**config.mk**
```make
export PLATFORM = sky130hd
export DESIGN_NAME = serial_pot_ctrl
export DESIGN_NICKNAME = d
export VERILOG_FILES = /design/src/rtl/pot_pkg.sv /design/src/rtl/pot_sync.sv /design/src/rtl/pot_shift.sv /design/src/rtl/pot_latch_bank.sv /design/src/rtl/serial_pot_ctrl.sv
export SDC_FILE = /design/constraint.sdc
export NUM_CORES = 1
export LEC_CHECK = 0
export BUFFER_PORTS_ARGS = -buffer_cell sky130_fd_sc_hd__buf_4
export CAP_MARGIN = 20
export CORE_AREA = 2 2 75 105
export CTS_BUF_LIST = sky130_fd_sc_hd__clkbuf_2 sky130_fd_sc_hd__clkbuf_4 sky130_fd_sc_hd__clkbuf_8
export DETAILED_ROUTE_END_ITERATION = 16
export DIE_AREA = 0 0 77 107
export HOLD_SLACK_MARGIN = 0.1
export MAX_ROUTING_LAYER = met4
export REMOVE_ABC_BUFFERS = 1
export SYNTH_ARGS = -nofsm -noshare
export SYNTH_HDL_FRONTEND = slang
export SYNTH_SLANG_ARGS = --single-unit
```
**constraint.sdc**
```tcl
create_clock -name clk -period 2.1 [get_ports clk]
set_clock_uncertainty 0.2 [all_clocks]
set_input_delay 0 -clock clk [delete_from_list [all_inputs] [get_ports clk]]
set_output_delay 0 -clock clk [all_outputs]
set_load 0.05 [all_outputs]
```
**src/rtl/pot_pkg.sv**
```systemverilog
package pot_pkg;
  localparam int unsigned POT_NCH  = 4;
  localparam int unsigned POT_DW   = 8;
  localparam int unsigned POT_AW   = $clog2(POT_NCH);
  localparam int unsigned POT_WORD = POT_AW + POT_DW;
endpackage

```
**src/rtl/pot_sync.sv**
```systemverilog
module pot_sync #(
  parameter int unsigned W = 1,
  parameter logic [W-1:0] RST_VAL = '0
) (
  input  logic         clk,
  input  logic         rst_n,
  input  logic [W-1:0] d_i,
  output logic [W-1:0] q_o
);
  logic [W-1:0] s1_q, s2_q;

  always_ff @(posedge clk or negedge rst_n) begin
    if (!rst_n) begin
      s1_q <= RST_VAL;
      s2_q <= RST_VAL;
    end else begin
      s1_q <= d_i;
      s2_q <= s1_q;
    end
  end

  assign q_o = s2_q;
endmodule

```
**src/rtl/pot_shift.sv**
```systemverilog
module pot_shift #(
  parameter int unsigned WORD_W = 10
) (
  input  logic              clk,
  input  logic              rst_n,
  input  logic              shift_i,
  input  logic              bit_i,
  input  logic              clr_i,
  output logic [WORD_W-1:0] word_o,
  output logic              sdo_o
);
  logic [WORD_W-1:0] sr_q, sr_d;
  logic              sdo_q, sdo_d;

  always_comb begin
    sr_d  = sr_q;
    sdo_d = sdo_q;
    if (shift_i) begin
      sr_d  = {sr_q[WORD_W-2:0], bit_i};
      sdo_d = sr_q[WORD_W-2];
    end
    if (clr_i) begin
      sdo_d = 1'b0;
    end
  end

  always_ff @(posedge clk or negedge rst_n) begin
    if (!rst_n) begin
      sr_q  <= '0;
      sdo_q <= 1'b0;
    end else begin
      sr_q  <= sr_d;
      sdo_q <= sdo_d;
    end
  end

  assign word_o = sr_q;
  assign sdo_o  = sdo_q;
endmodule

```
**src/rtl/pot_latch_bank.sv**
```systemverilog
module pot_latch_bank #(
  parameter int unsigned NUM_CH = 4,
  parameter int unsigned DATA_W = 8,
  parameter int unsigned AW     = $clog2(NUM_CH)
) (
  input  logic                     clk,
  input  logic                     rst_n,
  input  logic                     load_i,
  input  logic [AW-1:0]            addr_i,
  input  logic [DATA_W-1:0]        data_i,
  input  logic                     mid_i,
  output logic [NUM_CH*DATA_W-1:0] wiper_o
);
  localparam logic [DATA_W-1:0] MID = DATA_W'(1) << (DATA_W - 1);

  for (genvar c = 0; c < NUM_CH; c++) begin : g_ch
    logic [DATA_W-1:0] code_q, code_d;
    logic              en;

    assign en = load_i && (addr_i == AW'(c));

    always_comb begin
      code_d = code_q;
      if (mid_i)   code_d = MID;
      else if (en) code_d = data_i;
    end

    always_ff @(posedge clk or negedge rst_n) begin
      if (!rst_n) code_q <= MID;
      else        code_q <= code_d;
    end

    assign wiper_o[c*DATA_W +: DATA_W] = code_q;
  end
endmodule

```
**src/rtl/serial_pot_ctrl.sv**
```systemverilog
module serial_pot_ctrl #(
  parameter int unsigned NUM_CH = pot_pkg::POT_NCH,
  parameter int unsigned DATA_W = pot_pkg::POT_DW
) (
  input  logic                     clk,
  input  logic                     rst_n,
  input  logic                     ser_clk_i,
  input  logic                     ser_data_i,
  input  logic                     ser_sel_n_i,
  input  logic                     preset_n_i,
  input  logic                     shdn_n_i,
  output logic [NUM_CH*DATA_W-1:0] wiper_o,
  output logic                     shdn_o,
  output logic                     sdo_o,
  output logic                     sdo_oe_n_o
);
  localparam int unsigned AW     = $clog2(NUM_CH);
  localparam int unsigned WORD_W = AW + DATA_W;

  logic [4:0]        raw_in, syn_in;
  logic              s_sclk, s_sdi, s_seln, s_preset_n, s_shdn_n;
  logic              sclk_d_q, seln_d_q;
  logic              sclk_rise, cs_rise, shift_en, preset_act, shdn_act;
  logic [WORD_W-1:0] sr_word;
  logic              sdo_q;

  assign raw_in = {ser_clk_i, ser_data_i, ser_sel_n_i, preset_n_i, shdn_n_i};

  pot_sync #(.W(5), .RST_VAL(5'b00111)) u_sync (
    .clk  (clk),
    .rst_n(rst_n),
    .d_i  (raw_in),
    .q_o  (syn_in)
  );

  assign {s_sclk, s_sdi, s_seln, s_preset_n, s_shdn_n} = syn_in;

  always_ff @(posedge clk or negedge rst_n) begin
    if (!rst_n) begin
      sclk_d_q <= 1'b0;
      seln_d_q <= 1'b1;
    end else begin
      sclk_d_q <= s_sclk;
      seln_d_q <= s_seln;
    end
  end

  assign sclk_rise  = s_sclk & ~sclk_d_q;
  assign cs_rise    = s_seln & ~seln_d_q;
  assign shift_en   = sclk_rise & ~s_seln;
  assign preset_act = ~s_preset_n;
  assign shdn_act   = ~s_shdn_n;

  pot_shift #(.WORD_W(WORD_W)) u_shift (
    .clk    (clk),
    .rst_n  (rst_n),
    .shift_i(shift_en),
    .bit_i  (s_sdi),
    .clr_i  (preset_act),
    .word_o (sr_word),
    .sdo_o  (sdo_q)
  );

  pot_latch_bank #(.NUM_CH(NUM_CH), .DATA_W(DATA_W), .AW(AW)) u_bank (
    .clk    (clk),
    .rst_n  (rst_n),
    .load_i (cs_rise),
    .addr_i (sr_word[WORD_W-1 -: AW]),
    .data_i (sr_word[DATA_W-1:0]),
    .mid_i  (preset_act),
    .wiper_o(wiper_o)
  );

  assign shdn_o     = shdn_act;
  assign sdo_o      = sdo_q;
  assign sdo_oe_n_o = shdn_act | sdo_q;
endmodule

```
==> flow_summary.json <==
{
  "status": "finished clean",
  "core-area_mm2": 0.007315,
  "post_dp_cell_area_mm2": 0.002554,
  "synthCells": 157,
  "setup_ws_ns": 0.5688,
  "power_mw": 2.389,
  "cts_buffers": 5,
  "grt_pass1_vias": 1318,
  "powerDensity_mw_per_mm2": 872.8,
  "cp_slowest_stage_delay_ns": 0.79,
  "grt_pass1_wl_mm": 6.810,
  "htree_levels": 2,
  "report.final.slew_viol_count": 0,
  "crit_path_cell_trace": "buf_4, nand2_1, mux2i_1",
  "maxCapViolations": 0,
  "die-area_mm2": 0.008239,
  "port_buffers": 41,
  "cts.clk_slew.worst_paths_ns": 0.09,
  "die_w_um": 77,
  "min_period_over_period_pct": 72.91,
  "routedWlPerCell_um": 13.45,
  "cts_root_buffer": "clkbuf_8",
  "avgSynthCellArea_um2": 13.60,
  "cts_tree": "yes",
  "hold_path_depth": 2,
  "rows": 37,
  "synth_warnings": 0,
  "hpwl_mm": 2.705,
  "crit_path_end_kind": "flop",
  "critPathSlowestCell": "dfstp_2",
  "wl_mm": 4.128,
  "instances_no_fill": 307,
  "die_height_um": 107,
  "areaGrowthSynthToFinish_pct": 28.25,
  "setup_tns_ns": 0,
  "post-route-drc-count": 0,
  "overflow": 0,
  "path_depth": 3,
  "num_vias": 1294,
  "dp_cells": 292,
  "initial_utilization_pct": 29.18,
  "yosysUniqueCellTypes": 16,
  "rsz0062_at_grt": "false",
  "gp_congestion": 0.6922,
  "ys_seq_area_share_pct": 65.12,
  "clkLatencyLatePin_ns": 0.30,
  "cp.arrival_ns": 1.56,
  "drive_above_1_share_pct": 37.62,
  "setup_viol": 0,
  "relSlewSlack_pct": 53.73,
  "period_needed_ns": 1.531,
  "crit_type": "flop to flop",
  "fin_nets": 216,
  "hold_viol": 0,
  "cp_top_family": "flip-flops",
  "leakage_nw": 1.403,
  "cp.required_ns": 2.13,
  "mappedNetlistArea_mm2": 0.002135,
  "diodes": 0,
  "cts_max_path_buffers": 2,
  "hp-class": "input port to flop",
  "grt_start_max_net_pins": 56,
  "cts_num_sinks": 55,
  "antenna_found_initial": 0,
  "dp_slack_ns": 0.5656,
  "fin_area_mm2": 0.002738,
  "startpoint_type": "flop",
  "reg2reg_depth": 3,
  "cp_max_fo": 24,
  "viasPerCell": 4.215,
  "clock.fmax_ghz": 0.6531,
  "io_pins": 42,
  "synth.ff_latch_count": 55,
  "cp_num_buf_inv": 1,
  "vdd_drop_max_mv": 0.3956,
  "final_antenna_net_count": 0,
  "track_usage_pct": 10.93,
  "firstDrtPassIters": 4,
  "drt-initial-drc-count": 101,
  "worstMarginPinSlew_ns": 0.6941
}
[registers in the layout, indices dropped and copies added (netlist names)]
name and count:
u_sync.s1_q 5, sclk_d_q 1, u_shift.sdo_o 1, u_sync.q_o 5
u_bank.g_ch.code_q 32, seln_d_q 1, u_shift.word_o 10
[power breakdown]
part,switching (mW),internal [mW]
Combinational,0.246,0.170
Sequential,0.0903,1.18
Clock,0.334,0.369
Total,0.670,1.72
[metrics by stage]
stage / hold WS [ns] / util, %
CTS: 0.1266 / 37.43
global placement: -0.1065 / 34.91
floorplan: -0.4956 / -
detailed placement: -0.1071 / 34.91
finish: 0.1469 / 37.43
global route: 0.1300 / 37.43
[final timing paths]
path / from / endpoint / slack, ns
max in group asynchronous: rst_n / u_bank.g_ch[2].code_q[1]$_DFFE_PN0P_ / 0.62
hold / removal: ser_data_i / u_sync.s1_q[3]$_DFF_PN0_ / 0.15
setup reg to reg: u_sync.q_o[1]$_DFF_PN1_ / u_bank.g_ch[2].code_q[1]$_DFFE_PN0P_ / 0.57
hold reg to reg: u_sync.s1_q[3]$_DFF_PN0_ / u_sync.q_o[3]$_DFF_PN0_ / 0.16
setup / recovery: u_sync.q_o[1]$_DFF_PN1_ / u_bank.g_ch[2].code_q[1]$_DFFE_PN0P_ / 0.57
min in group asynchronous: rst_n / u_bank.g_ch[2].code_q[6]$_DFFE_PN0P_ / 0.61
[layout by cell type (no fill, tap or decap)]
cell,synthesis,layout
mux2_2,10,10
nor3b_2,1,1
dfrtp_1,44,44
mux2i_1,33,33
nand4b_1,1,1
dfstp_2,11,11
inv_1,1,1
nand4bb_1,2,2
dlygate4sd3_1,0,7
clkbuf_4,0,1
nor2b_1,5,5
nor4b_2,1,1
bufinv_16,0,1
buf_4,3,48
clkinvlp_4,0,1
nand2b_1,1,1
clkbuf_8,0,5
nand2_1,37,37
[per-layer routing]
layer / vias to the layer above / share of wire (%) / wire length, um / track usage (%)
met3: 6 / 3.5 / 146 / 2.694
met5: - / 0 / 0 / -
met2: 24 / 50 / 2084 / 17.42
met4: 0 / 1.9 / 79 / 4.592
li1: 621 / - / - / -
met1: 643 / 44 / 1817 / 13.32
[synth_stat cells]
cell,count,area (um^2)
dfstp_2,11,289.0
buf_6,1,11.26
mux2i_1,33,330.3
buf_4,3,22.52
nand2b_1,1,6.260
inv_1,1,3.750
dfrtp_1,44,1101
nor2b_1,5,31.28
mux2_2,10,112.6
nand4bb_1,2,22.52
nand4b_1,1,8.760
nor4b_2,1,15.01
nor3b_2,1,12.51
clkbuf_1,1,3.750
buf_2,5,25.02
nand2_1,37,138.9
[worst register-to-register path: cells and delay by family, from the launching register on]
| family | cells | cell delay [ns] |
|---|---|---|
| AND/OR/NAND/NOR | 1 | 0.07 |
| flip-flops | 1 | 0.79 |
| buffers and inverters | 1 | 0.27 |
| multiplexers | 1 | 0.13 |
[layout make-up]
type,count,area [um^2]
Clock inverter,2,37.54
Sequential cell,55,1390
Multi-Input combinational cell,91,678.2
Timing Repair Buffer,55,430.4
Tap cell,97,121.4
Clock buffer,6,76.32
Fill cell,751,4577
Inverter,1,3.754
[cell families after synthesis]
| group | Yosys count | share of synthesized area [%] |
|---|---|---|
| flops | 55 | 65.12 |
| simple gates | 48 | 11.02 |
| mux | 43 | 20.75 |
| buf+inv | 11 | 3.106 |
[timing repair]
action | in CTS | in global routing
hold buffers | 7 | 0
hold endpoints to repair | 60 | 0
resized for setup | 0 | 0
buffers inserted | 0 | 0
Note: power is estimated with default switching activity, not from simulation.
